**src/rtl/eth_af_pkg.sv**
```systemverilog
package eth_af_pkg;

  localparam int BYTE_W = 8;
  localparam int CRC_W  = 32;
  localparam logic [CRC_W-1:0] CRC_POLY_REFL = 32'hEDB8_8320;

  typedef enum logic [2:0] {
    MT_NONE     = 3'd0,
    MT_EXACT    = 3'd1,
    MT_IND_HASH = 3'd2,
    MT_GRP_HASH = 3'd3,
    MT_BCAST    = 3'd4,
    MT_PROMISC  = 3'd5
  } match_e;

  typedef enum logic [1:0] {
    FM_INDIV   = 2'd0,
    FM_LOGICAL = 2'd1,
    FM_PROMISC = 2'd2,
    FM_DROP    = 2'd3
  } fmode_e;

  // One byte of the reflected CRC-32 update, least significant bit first.
  function automatic logic [CRC_W-1:0] crc_step_byte(input logic [CRC_W-1:0] crc_in,
                                                     input logic [BYTE_W-1:0] data);
    logic [CRC_W-1:0] r;
    r = crc_in;
    for (int b = 0; b < BYTE_W; b++) begin
      if (r[0] ^ data[b]) r = (r >> 1) ^ CRC_POLY_REFL;
      else                r = r >> 1;
    end
    return r;
  endfunction

endpackage

```
**src/rtl/eth_af_collect.sv**
```systemverilog
module eth_af_collect
  import eth_af_pkg::*;
#(
  parameter int ADDR_BYTES = 6
) (
  input  logic                         clk,
  input  logic                         rst_n,
  input  logic                         byte_valid,
  input  logic                         byte_sof,
  input  logic [BYTE_W-1:0]            byte_data,
  input  logic                         frame_end,
  output logic [BYTE_W*ADDR_BYTES-1:0] addr_now,
  output logic [CRC_W-1:0]             crc_now,
  output logic                         addr_last
);

  localparam int ADDR_W = BYTE_W * ADDR_BYTES;
  localparam int CNT_W  = $clog2(ADDR_BYTES + 1);
  localparam logic [CNT_W-1:0] CNT_DONE = CNT_W'(ADDR_BYTES);
  localparam logic [CNT_W-1:0] CNT_LAST = CNT_W'(ADDR_BYTES - 1);

  logic [CNT_W-1:0]  cnt_q;
  logic [CNT_W-1:0]  slot;
  logic              take;
  logic [ADDR_W-1:0] addr_q;
  logic [CRC_W-1:0]  crc_q;
  logic [CRC_W-1:0]  crc_base;

  always_comb begin
    slot     = byte_sof ? '0 : cnt_q;
    take     = byte_valid && (slot < CNT_DONE);
    crc_base = byte_sof ? '1 : crc_q;
    crc_now  = take ? crc_step_byte(crc_base, byte_data) : crc_q;
    addr_last = take && (slot == CNT_LAST);
  end

  for (genvar g = 0; g < ADDR_BYTES; g++) begin : g_byte
    assign addr_now[g*BYTE_W +: BYTE_W] =
      (take && (slot == CNT_W'(g))) ? byte_data : addr_q[g*BYTE_W +: BYTE_W];
  end

  always_ff @(posedge clk or negedge rst_n) begin
    if (!rst_n) begin
      cnt_q  <= CNT_DONE;
      addr_q <= '0;
      crc_q  <= '1;
    end else if (frame_end) begin
      cnt_q  <= CNT_DONE;
    end else if (take) begin
      cnt_q  <= slot + CNT_W'(1);
      addr_q <= addr_now;
      crc_q  <= crc_now;
    end
  end

endmodule

```
**src/rtl/eth_af_classify.sv**
```systemverilog
module eth_af_classify
  import eth_af_pkg::*;
#(
  parameter int ADDR_BYTES = 6,
  parameter int HASH_BITS  = 6
) (
  input  logic [BYTE_W*ADDR_BYTES-1:0] addr,
  input  logic [CRC_W-1:0]             crc,
  input  logic [1:0]                   mode,
  input  logic                         ind_use_hash,
  input  logic                         bcast_en,
  input  logic [BYTE_W*ADDR_BYTES-1:0] station_addr,
  input  logic [(1<<HASH_BITS)-1:0]    ind_hash,
  input  logic [(1<<HASH_BITS)-1:0]    grp_hash,
  output logic                         is_group,
  output logic                         is_bcast,
  output logic [HASH_BITS-1:0]         bin_idx,
  output match_e                       mtype
);

  match_e indiv_type;

  always_comb begin
    is_group = addr[0];
    is_bcast = &addr;
    bin_idx  = crc[CRC_W-1 -: HASH_BITS];

    if (ind_use_hash)
      indiv_type = ind_hash[bin_idx] ? MT_IND_HASH : MT_NONE;
    else
      indiv_type = (addr == station_addr) ? MT_EXACT : MT_NONE;

    mtype = MT_NONE;
    unique case (fmode_e'(mode))
      FM_INDIV:   mtype = is_group ? MT_NONE : indiv_type;
      FM_LOGICAL: begin
        if (!is_group)     mtype = indiv_type;
        else if (is_bcast) mtype = bcast_en ? MT_BCAST : MT_NONE;
        else               mtype = grp_hash[bin_idx] ? MT_GRP_HASH : MT_NONE;
      end
      FM_PROMISC: mtype = MT_PROMISC;
      FM_DROP:    mtype = MT_NONE;
      default:    mtype = MT_NONE;
    endcase
  end

endmodule

```
**src/rtl/eth_af_verdict.sv**
```systemverilog
module eth_af_verdict
  import eth_af_pkg::*;
(
  input  logic   clk,
  input  logic   rst_n,
  input  logic   addr_last,
  input  logic   byte_sof,
  input  logic   frame_end,
  input  logic   reject,
  input  match_e mtype_now,
  output logic   match_valid,
  output match_e mtype_q,
  output logic   have_addr,
  output logic   dec_valid,
  output logic   accept
);

  always_ff @(posedge clk or negedge rst_n) begin
    if (!rst_n) begin
      match_valid <= 1'b0;
      mtype_q     <= MT_NONE;
      have_addr   <= 1'b0;
      dec_valid   <= 1'b0;
      accept      <= 1'b0;
    end else begin
      match_valid <= addr_last && !frame_end;
      dec_valid   <= frame_end;
      if (frame_end) begin
        accept    <= have_addr && (mtype_q != MT_NONE) && !reject;
        have_addr <= 1'b0;
      end else if (addr_last) begin
        mtype_q   <= mtype_now;
        have_addr <= 1'b1;
      end else if (byte_sof) begin
        have_addr <= 1'b0;
      end
    end
  end

endmodule

```
**src/rtl/eth_rx_addr_filter.sv**
```systemverilog
module eth_rx_addr_filter
  import eth_af_pkg::*;
#(
  parameter int ADDR_BYTES = 6,
  parameter int HASH_BITS  = 6
) (
  input  logic                          clk,
  input  logic                          rst_n,
  input  logic                          byte_valid,
  input  logic                          byte_sof,
  input  logic [7:0]                    byte_data,
  input  logic                          frame_end,
  input  logic                          reject,
  input  logic [1:0]                    mode,
  input  logic                          ind_use_hash,
  input  logic                          bcast_en,
  input  logic [8*ADDR_BYTES-1:0]       station_addr,
  input  logic [(1<<HASH_BITS)-1:0]     ind_hash,
  input  logic [(1<<HASH_BITS)-1:0]     grp_hash,
  output logic                          match_valid,
  output logic [2:0]                    match_type,
  output logic                          dec_valid,
  output logic                          accept
);

  localparam int ADDR_W = BYTE_W * ADDR_BYTES;

  logic [ADDR_W-1:0]    addr_now;
  logic [CRC_W-1:0]     crc_now;
  logic                 addr_last;
  logic                 cls_is_group;
  logic                 cls_is_bcast;
  logic [HASH_BITS-1:0] cls_bin;
  match_e               cls_type;
  match_e               held_type;
  logic                 have_addr;

  eth_af_collect #(.ADDR_BYTES(ADDR_BYTES)) u_collect (
    .clk        (clk),
    .rst_n      (rst_n),
    .byte_valid (byte_valid),
    .byte_sof   (byte_sof),
    .byte_data  (byte_data),
    .frame_end  (frame_end),
    .addr_now   (addr_now),
    .crc_now    (crc_now),
    .addr_last  (addr_last)
  );

  eth_af_classify #(.ADDR_BYTES(ADDR_BYTES), .HASH_BITS(HASH_BITS)) u_classify (
    .addr         (addr_now),
    .crc          (crc_now),
    .mode         (mode),
    .ind_use_hash (ind_use_hash),
    .bcast_en     (bcast_en),
    .station_addr (station_addr),
    .ind_hash     (ind_hash),
    .grp_hash     (grp_hash),
    .is_group     (cls_is_group),
    .is_bcast     (cls_is_bcast),
    .bin_idx      (cls_bin),
    .mtype        (cls_type)
  );

  eth_af_verdict u_verdict (
    .clk         (clk),
    .rst_n       (rst_n),
    .addr_last   (addr_last),
    .byte_sof    (byte_sof),
    .frame_end   (frame_end),
    .reject      (reject),
    .mtype_now   (cls_type),
    .match_valid (match_valid),
    .mtype_q     (held_type),
    .have_addr   (have_addr),
    .dec_valid   (dec_valid),
    .accept      (accept)
  );

  assign match_type = held_type;

endmodule

```
**config.mk**
```make
export PLATFORM = sky130hd
export DESIGN_NAME = eth_rx_addr_filter
export DESIGN_NICKNAME = d
export VERILOG_FILES = /design/src/rtl/eth_af_pkg.sv /design/src/rtl/eth_af_collect.sv /design/src/rtl/eth_af_classify.sv /design/src/rtl/eth_af_verdict.sv /design/src/rtl/eth_rx_addr_filter.sv
export SDC_FILE = /design/constraint.sdc
export NUM_CORES = 1
export LEC_CHECK = 0
export ABC_AREA = 0
export BUFFER_PORTS_ARGS = -buffer_cell sky130_fd_sc_hd__buf_4
export CORE_MARGIN = 2
export CORE_UTILIZATION = 45
export DETAILED_ROUTE_END_ITERATION = 8
export GPL_TIMING_DRIVEN = 1
export PLACE_DENSITY = 0.81
export SLEW_MARGIN = 30
export SYNTH_ARGS = -nofsm -noshare
export SYNTH_HDL_FRONTEND = slang
export SYNTH_HIERARCHICAL = 1
export SYNTH_SLANG_ARGS = --single-unit
```
**constraint.sdc**
```tcl
create_clock -name clk -period 5 [get_ports clk]
set_input_delay 0 -clock clk [delete_from_list [all_inputs] [get_ports clk]]
set_output_delay 0 -clock clk [all_outputs]
set_load 0.1 [all_outputs]
```
# == Word-level counts from Yosys, hierarchy flattened ==
# Cells that the tools add are included.
# word_totals
ff_bits,90
wordCells,92
inputBits,194
output_inout_bits,6
# classes
n_mux,35
reduce_logical,20
n_bitwise,17
eq_ne,9
order_cmp,2
add_sub_neg,1
# op_table
op,n
32-bit 2-to-1 mux,10
13-bit inverter with 14-bit output,8
48-bit == test,1
8-bit 2-to-1 mux,6
48-bit AND reduction,1
3-bit 2-to-1 mux,8
1-bit binary-select mux with 6-bit select,2
3-bit case mux with 4 select lines,1
1-bit logical AND,10
1-bit XOR,8
"6-bit by 7-bit less-than comparator with 1-bit output, second input constant",1
"3-bit by 2-bit == test with 1-bit output, second input constant",2
"3-bit == test, second input constant",2
1-bit 2-to-1 mux,6
3-bit nonzero test,2
"2-bit == test, second input constant",2
2-bit 2-to-1 mux,2
2-bit AND reduction,2
"3-bit by 1-bit adder with 3-bit output, second input constant",1
"3-bit by 1-bit == test with 1-bit output, second input constant",1
3-bit zero test,1
"3-bit less-than comparator, second input constant",1
"2-bit by 1-bit == test with 1-bit output, second input constant",1
1-bit zero test,2
other kinds (3),3

# == Depth between registers and ports, before layout ==
# Gate-level depths: netlist of run 1.
# logic_depth
depth_word,24
depth_mapped,17
depth_no_buf,13

# == Hierarchy ==
# The synthesis of run 1 kept the hierarchy.
# modules_own_cells
module,instances,cells_per_inst,seq_area_each_um2,area_each_um2
eth_af_collect,1,500,2119.5,5582.9
eth_af_classify,1,204,0.0,1894.3
eth_af_verdict,1,18,175.2,270.3

# == Worst setup path after synthesis of run 1 ==
# No wires, ideal clock.
# synth_timing
path_type,register -> register
start,reg u_collect.crc_q[2]
end,reg u_verdict.mtype_q[1]
path_stages_with_launch,16
n_path_buf,3
path_slack_ps,1436
required_time_ps,4874
synth_period_minus_slack_ps,3564
arrival_time_ps,3438
setup_time_ps,126
cell_sequence,dfstp_2 > buf_2 > xnor2_1 > nor2_1 > xnor2_1 > xnor2_2 > xnor2_1 > o21ai_0 > buf_6 > buf_8 > mux4_1 > mux2i_1 > o22ai_1 > o2111ai_2 > o221ai_1 > mux2_4
# synth_via
elab_chain_cells,21
elab_cells_between_ends,26
classes_between,21 x mux; 5 x bitwise
# synth_lines
element,line_no,text
from (decl),eth_af_collect.sv:26,logic [CRC_W-1:0] crc_q;
from (signal assigned),eth_af_collect.sv:52,crc_q <= crc_now;
32-bit 2-to-1 mux (*),eth_af_collect.sv:32,crc_base = byte_sof ? '1 : crc_q;
32-bit 2-to-1 mux (*) (2 in a row),eth_af_pkg.sv:29,if (r[0] ^ data[b]) r = (r >> 1) ^ CRC_POLY_REFL;
1-bit XOR (*),eth_af_pkg.sv:29,
32-bit 2-to-1 mux (*),eth_af_pkg.sv:29,
13-bit inverter with 14-bit output (no source line),-,
32-bit 2-to-1 mux (*),eth_af_pkg.sv:29,
13-bit inverter with 14-bit output (no source line),-,
32-bit 2-to-1 mux (*) (2 in a row),eth_af_pkg.sv:29,
(+5 left out),-,
net crc_now[26],eth_rx_addr_filter.sv:29,logic [CRC_W-1:0] crc_now;
"1-bit binary-select mux with 6-bit select, on equally long branches","eth_af_classify.sv:29, eth_af_classify.sv:39",
"1-bit 2-to-1 mux, on equally long branches","eth_af_classify.sv:29, eth_af_classify.sv:39",
"2-bit 2-to-1 mux, on equally long branches","eth_af_classify.sv:29, eth_af_classify.sv:39",
"3-bit 2-to-1 mux, on equally long branches","eth_af_classify.sv:28, eth_af_classify.sv:38",
"3-bit 2-to-1 mux, on equally long branches","eth_af_classify.sv:37, eth_af_classify.sv:35",
3-bit case mux with 4 select lines (*),eth_af_classify.sv:34,unique case (fmode_e'(mode))
net cls_type[1],eth_rx_addr_filter.sv:34,match_e cls_type;
to (signal assigned),eth_af_verdict.sv:32,mtype_q <= mtype_now;
to (decl),eth_af_verdict.sv:12,"output match_e mtype_q,"
# Mark *: on every way through the listed nets, which the timed path passes. The rest lies on a longest branch. The select of a mux whose other input is x is not followed.
# A chain may end at the register's enable or synchronous reset.

# == Final worst setup path of run 1 ==
# layout_timing
start,reg u_collect.crc_q[1]
end,reg u_verdict.mtype_q[1]
# layout_via
elab_chain_cells,18
elab_cells_between_ends,23
classes_between,21 x mux; 2 x bitwise
# layout_lines
element,line_no,text
32-bit 2-to-1 mux (*),eth_af_collect.sv:32,
32-bit 2-to-1 mux (*),eth_af_pkg.sv:29,
1-bit XOR (*),eth_af_pkg.sv:29,
32-bit 2-to-1 mux (*) (6 in a row),eth_af_pkg.sv:29,
1-bit XOR (*),eth_af_pkg.sv:29,
32-bit 2-to-1 mux (*),eth_af_pkg.sv:29,
32-bit 2-to-1 mux (*),eth_af_collect.sv:33,"crc_now = take ? crc_step_byte(crc_base, byte_data) : crc_q;"
net crc_now[27],eth_rx_addr_filter.sv:29,
"1-bit binary-select mux with 6-bit select, on equally long branches","eth_af_classify.sv:29, eth_af_classify.sv:39",
"1-bit 2-to-1 mux, on equally long branches","eth_af_classify.sv:29, eth_af_classify.sv:39",
"2-bit 2-to-1 mux, on equally long branches","eth_af_classify.sv:29, eth_af_classify.sv:39",
"3-bit 2-to-1 mux, on equally long branches","eth_af_classify.sv:28, eth_af_classify.sv:38",
"3-bit 2-to-1 mux, on equally long branches","eth_af_classify.sv:37, eth_af_classify.sv:35",
3-bit case mux with 4 select lines (*),eth_af_classify.sv:34,
net cls_type[1],eth_rx_addr_filter.sv:34,
# Marks and branches as above.

==> flow_summary.toml, run 1 <==
[status]
run_status = "finished clean"

[sta]
rsz0062_at_grt = "no"
finalClockSkew_ns = 0.00704
relSlewSlack_pct = 52.9
finalSetupViolCount = 0
worst_slack_ns = 0.889
slew_viol_final = 0
tns_ns = 0
fmax_ghz = 0.243
holdWs_ns = 0.0716
fin_crit_ns = 4.11
worstMarginPinSlew_ns = 0.707
period_share_pct = 82.2
hold_violations = 0

[synth]
netlist_area_sq_um = 7410
synth_cells = 674
avgSynthCellArea_sq_um = 11.0
yosys_warnings = 6
synth_nets = 873

[place]
placed_area_sq_um = 8920
globalplace.congestion = 0.897
place_ws_ns = 0.885
hpwl_mm = 16.1
place.port_buffers = 199

[clock_tree]
ctsHtreeMaxLevel = 3
cts_setup_buffers = 0
clk_latency_ns = 0.35
cts_tree = "yes"
ctsResizeCount = 0
numCtsBuffers = 9
clock-sinks = 90
cts.clk_slew.worst_paths_ns = 0.06
clk_path_buf_depth = 2
cts_root_buffer = "clkbuf_16"

[worst_setup_path]
r2r_setup_slack_ns = 0.89
crit_path_cell_trace = "xnor2_2 -> nor2_2 -> xor2_1 -> xnor2_1 -> xor2_1 -> mux2_2 -> buf_4 -> buf_4 -> mux2i_1 -> a22oi_1 -> nand3_1 -> nand3_1 -> o2111ai_2 -> o221ai_1 -> mux2_4"
endpoint_kind = "flop"
critPathBufInv = 2
worstSetupPathType = "reg -> reg"
critPathMaxStageDelay_ns = 0.62
cp_top_family = "multiplexers"
r2r_cells = 15
crit_arrival_ns = 4.34
crit_required_ns = 5.23
worstPathMaxFanout = 17
path_depth = 15
crit_slowest_cell = "dfstp_2"
start_kind = "flop"

[detailed_routing]
route.detailed.drc = 0
vias = 5802
drtIter0Drc = 317
wirelength_mm = 20.7
drt-vias-per-instance = 5.46
wire_per_inst_microns = 19.5
dr.pass1.iters = 4
ant_nets = 0

[global_routing]
grt_pass1_wl_mm = 32.5
grt_pass1_vias = 6019
grt_start_max_net_pins = 56
antenna_found_initial = 0
grtUsageTotal_pct = 23.6
overflow = 0

[power]
p_leak_nw = 4.00
p_per_area_nw_per_um2 = 515
irDropWorstVdd_mv = 0.234

[worst_hold_path]
min_delay_path_depth = 4
hp-class = "in -> reg"

[cells_and_area]
syn_to_final_growth_pct = 24.7
drive_gt1_share_pct = 49.2
antennaDiodeCount = 0
fin_area_sq_um = 9250
post-route-util_pct = 57.8
layout.nets = 1040

[floorplanning]
die_area_sq_um = 17500
core_area_sq_um = 16000
die_y_microns = 132
start_util_pct = 46.3
die-width_microns = 132
row_count = 46
ios = 200

[job]
cap_violations = 0
==> metrics by stage <==
step	power, mW	instances
final	4.76	1062
after floorplan	3.57	674
after detailed placement	4.11	1041
after global placement	4.04	1041
after global routing	5.06	1062
after CTS	4.77	1062
==> tightest hold or removal path, cell delays in order <==
cell	delay, ns
buf_4	0.09
nand2b_1	0.07
o21ai_0	0.09
mux2_4	0.14
==> where the power goes <==
| group | switching [mW] | leakage, nW | total [mW] | internal, mW |
|---|---|---|---|---|
| Combinational | 1.37 | 2.79 | 2.89 | 1.52 |
| Sequential | 0.195 | 1.09 | 1.23 | 1.03 |
| Clock | 0.291 | 0.126 | 0.641 | 0.350 |
==> sequential cells by signal, indices dropped and copies added (netlist names) <==
name and flops:
u_collect/addr_q 48, u_collect/crc_q 32, u_collect/cnt_q 3, u_verdict/mtype_q 3, u_verdict/accept 1, u_verdict/dec_valid 1, u_verdict/have_addr 1, u_verdict/match_valid 1
==> layout by cell type, fill, tap and decap left out, types with 3 or more instances in the layout <==
cell type	instances
a211oi_1	8
mux4_2	19
xor2_1	33
xnor2_2	8
dfrtp_1	56
nand2b_1	7
nand3_1	12
nor4_1	8
mux4_1	5
a22oi_1	4
a21oi_1	8
mux2i_1	24
xnor2_1	109
nand2_1	28
nor2_1	41
buf_4	205
o21ai_0	16
ha_1	5
o21ai_2	3
o22ai_1	4
inv_1	9
mux2_2	116
dlygate4sd3_1	5
dfstp_2	34
nand4_1	19
clkbuf_16	9
or2_2	3
mux2_4	3
nand3_2	3
nor2b_1	6
==> final cells by class <==
class | instances | area (sq um)
Clock buffer | 12 | 246
Sequential cell | 90 | 2290
Tap cell | 216 | 270
Fill cell | 1378 | 6760
Inverter | 9 | 33.8
Clock inverter | 4 | 27.5
Multi-Input combinational cell | 521 | 4780
Timing Repair Buffer | 210 | 1590
==> path summary, 6_finish.rpt <==
path,startpoint,to
min in group asynchronous,rst_n,u_collect/addr_q[35]
worst min-delay path,mode[1],u_verdict/mtype_q[2]
worst max register to register,u_collect/crc_q[1],u_verdict/mtype_q[1]
worst min register to register,u_collect/crc_q[12],u_collect/crc_q[12]
worst max-delay path,u_collect/crc_q[1],u_verdict/mtype_q[1]
max in group asynchronous,rst_n,u_collect/addr_q[37]
==> routing by layer <==
metal	GRT usage (%)	wire [microns]	vias to the layer above
li1	-	-	2714
met2	41.0	10200	241
met3	5.54	1370	32
met5	0	0	-
met4	7.71	543	0
met1	29.0	8670	2815
==> what timing repair did <==
item | CTS | global route
endpoints found under the hold margin | 42 | 0
hold buffers | 5 | 0
endpoints found under the setup margin | 0 | 0
(Power assumes the default switching activity.)
==> run 2, diff against run 1 <==
- PLACE_DENSITY: 0.81 -> 0.83
- clock period: 5 -> 3.35 ns (I/O delays scaled with it)
==> run 2 against run 1 <==
Net effect: the run now ends with negative setup slack left; critical path type unchanged; count of clock-buffer cells in the layout increased by 2; utilization increased by 3.5 points; power is 62% higher; clock skew is 0.00056 ns lower; highest routed layer unchanged; combinational power rose by 73%; first-iteration DRC count decreased by 9.5%; non-clock buffer count is 56 higher; critical path depth is 1 lower; setup slack worse by 0.91 ns; global-route usage increased by 1.0 points; sequential cell count did not move.
==> flow_summary.toml, run 2 (synthesized netlist as in run 1, its figures left out) <==
[clock_tree]
cts.clk_slew.worst_paths_ns = 0.06
clk_path_buf_depth = 2
cts_root_buffer = "clkbuf_16"
cts_tree = "yes"
ctsHtreeMaxLevel = 3
numCtsBuffers = 9
clk_latency_ns = 0.35
clock-sinks = 90

[cells_and_area]
fin_cells = 1118
regArea_sq_um = 2290
fin_area_sq_um = 9800
layout.nets = 1096
largest_register = "u_collect/addr_q"
final_cell_mix = "254 x buf_4, 115 x mux2_2, 106 x xnor2_1"
largest_reg_flops = 48
multiInputGateArea_sq_um = 4850
syn_to_final_growth_pct = 32.2
largestRegisters = "u_collect/addr_q (48), u_collect/crc_q (32)"
drive_gt1_share_pct = 53.0
final_common_cell = "buf_4"
antennaDiodeCount = 0
nFillCells = 1347

[sta]
slew_viol_final = 0
rsz0062_at_grt = "yes"
worstMarginPinSlew_ns = 0.674
fin_crit_ns = 3.37
worst_slack_ns = -0.0202
holdWs_ns = 0.0576
fmax_ghz = 0.297
relSlewSlack_pct = 55.1
hold_violations = 0
finalClockSkew_ns = 0.00648
period_share_pct = 101
finalSetupViolCount = 2

[global_routing]
overflow = 0
grt_pass1_wl_mm = 33.6
grt_start_max_net_pins = 73
use_met2_pct = 42.5
grtUsageMet3_pct = 4.92
use_met1_pct = 29.8
grt_pass1_vias = 6184
antenna_found_initial = 0
grtUsageTotal_pct = 24.7
top_usage_layer = "met2"

[place]
placedCellCount = 1092
hpwl_mm = 17.4
place.port_buffers = 199
placed_area_sq_um = 9370
globalplace.congestion = 0.910

[worst_hold_path]
hp-class = "in -> reg"

[detailed_routing]
dr.pass1.iters = 4
drt-vias-per-instance = 5.40
ant_nets = 0
route.detailed.drc = 0
wire_per_inst_microns = 19.6
drtIter0Drc = 287
wirelength_mm = 21.9
vias = 6042

[worst_setup_path]
crit_arrival_ns = 3.60
critPathMaxStageDelay_ns = 0.55
crit_required_ns = 3.58
worstPathMaxFanout = 14
worstSetupPathType = "reg -> reg"
endpoint_kind = "flop"
crit_path_cell_trace = "xnor2_2 -> nor2_2 -> xor2_2 -> xnor2_2 -> xor2_1 -> mux2_4 -> buf_12 -> buf_4 -> mux4_2 -> mux2i_1 -> o22ai_1 -> o2111ai_2 -> o311ai_2 -> mux2_4"
start_kind = "flop"
crit_slowest_cell = "dfstp_2"

[floorplanning]
ios = 200
start_util_pct = 46.3
die_area_sq_um = 17500
die_y_microns = 132
die-width_microns = 132
core_area_sq_um = 16000
row_count = 46

[status]
violations = "negative setup slack"
run_status = "complete, but fails checks"

[power]
p_per_area_nw_per_um2 = 789
p_leak_nw = 4.32
irDropWorstVdd_mv = 0.384

[job]
cap_violations = 0
## run 2: report_power, final
group | total, mW | internal, mW | switching, mW | leakage, nW
Combinational | 4.99 | 2.76 | 2.24 | 3.10
Clock | 0.997 | 0.580 | 0.417 | 0.131
Sequential | 1.74 | 1.53 | 0.210 | 1.09
Total | 7.73 | 4.87 | 2.87 | 4.32
## run 2: path summary, 6_finish.rpt
check                                    startpoint                    to  slack [ns]  cells after the start
worst max-delay path             u_collect/crc_q[7]  u_verdict/mtype_q[0]       -0.02                     14
worst min-delay path                        mode[1]  u_verdict/mtype_q[2]        0.06                      4
worst max register to register   u_collect/crc_q[7]  u_verdict/mtype_q[0]       -0.02                     14
worst min register to register  u_collect/crc_q[14]   u_collect/crc_q[14]        0.49                      2
max in group asynchronous                     rst_n    u_collect/cnt_q[1]        2.36                      3
min in group asynchronous                     rst_n  u_collect/addr_q[39]        0.21                      2
## run 2: worst max-delay path, delay by kind of cell (launching register included)
kind | cells | cell delay [ns]
buf+inv | 2 | 0.30
simple gates | 1 | 0.15
xor+xnor | 4 | 0.71
flops | 1 | 0.55
mux | 4 | 0.98
compound gates | 3 | 0.55
## run 2: metrics by stage
| stage | TNS, ns | power, mW | utilization, % | setup WS [ns] |
|---|---|---|---|---|
| after floorplan | 0 | 5.36 | - | 0.00520 |
| after global placement | -0.0274 | 6.41 | 58.5 | -0.0274 |
| after detailed placement | -0.263 | 6.54 | 58.5 | -0.158 |
| after CTS | -0.0457 | 7.72 | 61.1 | -0.0239 |
| after global routing | -0.378 | 8.21 | 61.3 | -0.195 |
| final | -0.0369 | 7.73 | 61.3 | -0.0202 |
## run 2: cell type report
class                           instances  share of cell area [%]
Multi-Input combinational cell        521                    49.5
Tap cell                              216                    2.76
Clock inverter                          2                   0.383
Timing Repair Buffer                  266                    21.1
Inverter                                9                   0.345
Sequential cell                        90                    23.4
Clock buffer                           14                    2.49
## run 2: repair_timing
action                                  4_1_cts  5_1_grt
pin swaps                                     4        0
endpoints found under the hold margin        45        0
resized for setup                             7        5
hold buffers                                  5        0
buffers inserted                              5        0
endpoints found under the setup margin        2        2
## run 2: per-layer routing
layer / wire length, microns / vias up
met5: 0 / -
met4: 821 / 0
met3: 1530 / 45
met2: 10800 / 248
met1: 8710 / 2921
li1: - / 2828
==> run 3, diff against run 2 <==
- RECOVER_POWER: unset -> 50
==> run 3 against run 2 <==
Net effect: the flow finishes with violations (max-capacitance violations, max-slew violations, negative setup slack); maximum frequency hardly changed; routed wire length hardly changed; final area decreased by 0.33%; via count shrank 0.45%; count of clock-buffer cells in the layout stayed put; largest cell class unchanged; largest power group unchanged; highest routed layer unchanged.
==> flow_summary.toml, run 3 (synthesized netlist as in run 1, its figures left out) <==
[clock_tree]
cts_tree = "yes"
clock-sinks = 90
numCtsBuffers = 9
ctsHtreeMaxLevel = 3
cts.clk_slew.worst_paths_ns = 0.06
cts_root_buffer = "clkbuf_16"
clk_latency_ns = 0.35
clk_path_buf_depth = 2

[worst_setup_path]
crit_arrival_ns = 3.61
start_kind = "flop"
r2r-start = "u_collect/cnt_q[1]"
worstSetupPathType = "reg -> reg"
endpoint_kind = "flop"
crit_required_ns = 3.59
worstPathMaxFanout = 14
startpoint = "u_collect/cnt_q[1]"

[detailed_routing]
drtIter0Drc = 276
vias = 6015
dr.pass1.iters = 5
wirelength_mm = 21.9
ant_nets = 0
drt-vias-per-instance = 5.38
wire_per_inst_microns = 19.5
route.detailed.drc = 0

[cells_and_area]
final_cell_mix = "247 x buf_4, 115 x mux2_2, 106 x xnor2_1"
fin_area_sq_um = 9770
drive_gt1_share_pct = 52.2
post-route-util_pct = 61.1
largest_reg_flops = 48
fin_cells = 1118
final_common_cell = "buf_4"
layout.nets = 1096
largest_register = "u_collect/addr_q"
antennaDiodeCount = 0
largestRegisters = "u_collect/addr_q (48), u_collect/crc_q (32)"
syn_to_final_growth_pct = 31.8

[power]
p_leak_nw = 4.29
p_total_mw = 7.73
irDropWorstVdd_mv = 0.383
p_per_area_nw_per_um2 = 792

[global_routing]
antenna_found_initial = 0
grtUsageTotal_pct = 24.7
grt_start_max_net_pins = 73
grt_pass1_vias = 6184
grt_pass1_wl_mm = 33.6
overflow = 0

[floorplanning]
die_area_sq_um = 17500
die-width_microns = 132
core_area_sq_um = 16000
die_y_microns = 132
row_count = 46
ios = 200
start_util_pct = 46.3

[place]
placedCellCount = 1092
place.port_buffers = 199
globalplace.congestion = 0.910
place_ws_ns = -0.158
hpwl_mm = 17.4
placed_area_sq_um = 9370

[sta]
finalClockSkew_ns = 0.00594
worst_slack_ns = -0.0212
relSlewSlack_pct = -21.5
rsz0062_at_grt = "yes"
finalSetupViolCount = 2
hold_violations = 0
slew_viol_final = 73
fin_crit_ns = 3.37
worstMarginPinSlew_ns = 1.82
period_share_pct = 101
fmax_ghz = 0.297

[status]
run_status = "complete, but fails checks"
violations = "max-capacitance violations, max-slew violations, negative setup slack"

[worst_hold_path]
hp-class = "in -> reg"
min_from = "mode[1]"

[job]
cap_violations = 1
[run 3: critical path: stages, from the launching register on]
cell	delay [ns]
dfstp_2	0.52
or2b_1	0.26
inv_1	0.13
nand2_1	0.14
nand2_2	0.18
buf_4	0.22
mux2_2	0.51
nor2_1	0.27
a22oi_1	0.13
a31oi_1	0.20
nand3b_1	0.12
o2111ai_2	0.13
o221ai_1	0.17
mux2_4	0.27
[run 3: routing by layer]
layer / part of all wire, % / routed length, microns / up-vias / track usage [%]
li1: - / - / 2826 / -
met3: 7.0 / 1540 / 40 / 4.92
met2: 50 / 10800 / 245 / 42.5
met4: 3.7 / 818 / 0 / 11.1
met1: 40 / 8680 / 2904 / 29.8
met5: 0 / 0 / - / 0
[run 3: final timing paths]
path                                             end  slack, ns  cells after the start
worst max-delay path            u_verdict/mtype_q[1]      -0.02                     13
worst min-delay path            u_verdict/mtype_q[2]       0.06                      4
worst max register to register  u_verdict/mtype_q[1]      -0.02                     13
worst min register to register   u_collect/crc_q[14]       0.49                      2
max in group asynchronous         u_collect/cnt_q[0]       0.90                      3
min in group asynchronous       u_collect/addr_q[32]       0.67                      2
[run 3: power breakdown]
| part | internal [mW] | leakage [nW] | switching (mW) |
|---|---|---|---|
| logic | 2.75 | 3.07 | 2.24 |
| registers | 1.53 | 1.09 | 0.210 |
| clock network | 0.580 | 0.131 | 0.418 |
| total | 4.87 | 4.29 | 2.87 |
[run 3: timing repair]
item	CTS	global route
pin swaps	4	0
resized for setup	7	5
hold endpoints to repair	45	0
setup endpoints to repair	2	2
buffers inserted	5	0
hold buffers	5	0
[run 3: per-stage QoR]
stage	hold WS (ns)	TNS [ns]
2_1_floorplan	-0.296	0
3_3_place_gp	0.183	-0.0274
3_5_place_dp	0.185	-0.263
4_1_cts	0.0350	-0.0457
5_1_grt	0.0634	-0.378
6_report	0.0565	-0.0397
[run 3: final cells by class]
class,count,area [sq um]
fillers,1352,6230
flip-flops and latches,90,2290
clock buffers,14,244
repair buffers,266,2040
well taps,216,270
clock inverters,2,37.5
inverters,9,33.8
multi-input cells,521,4850
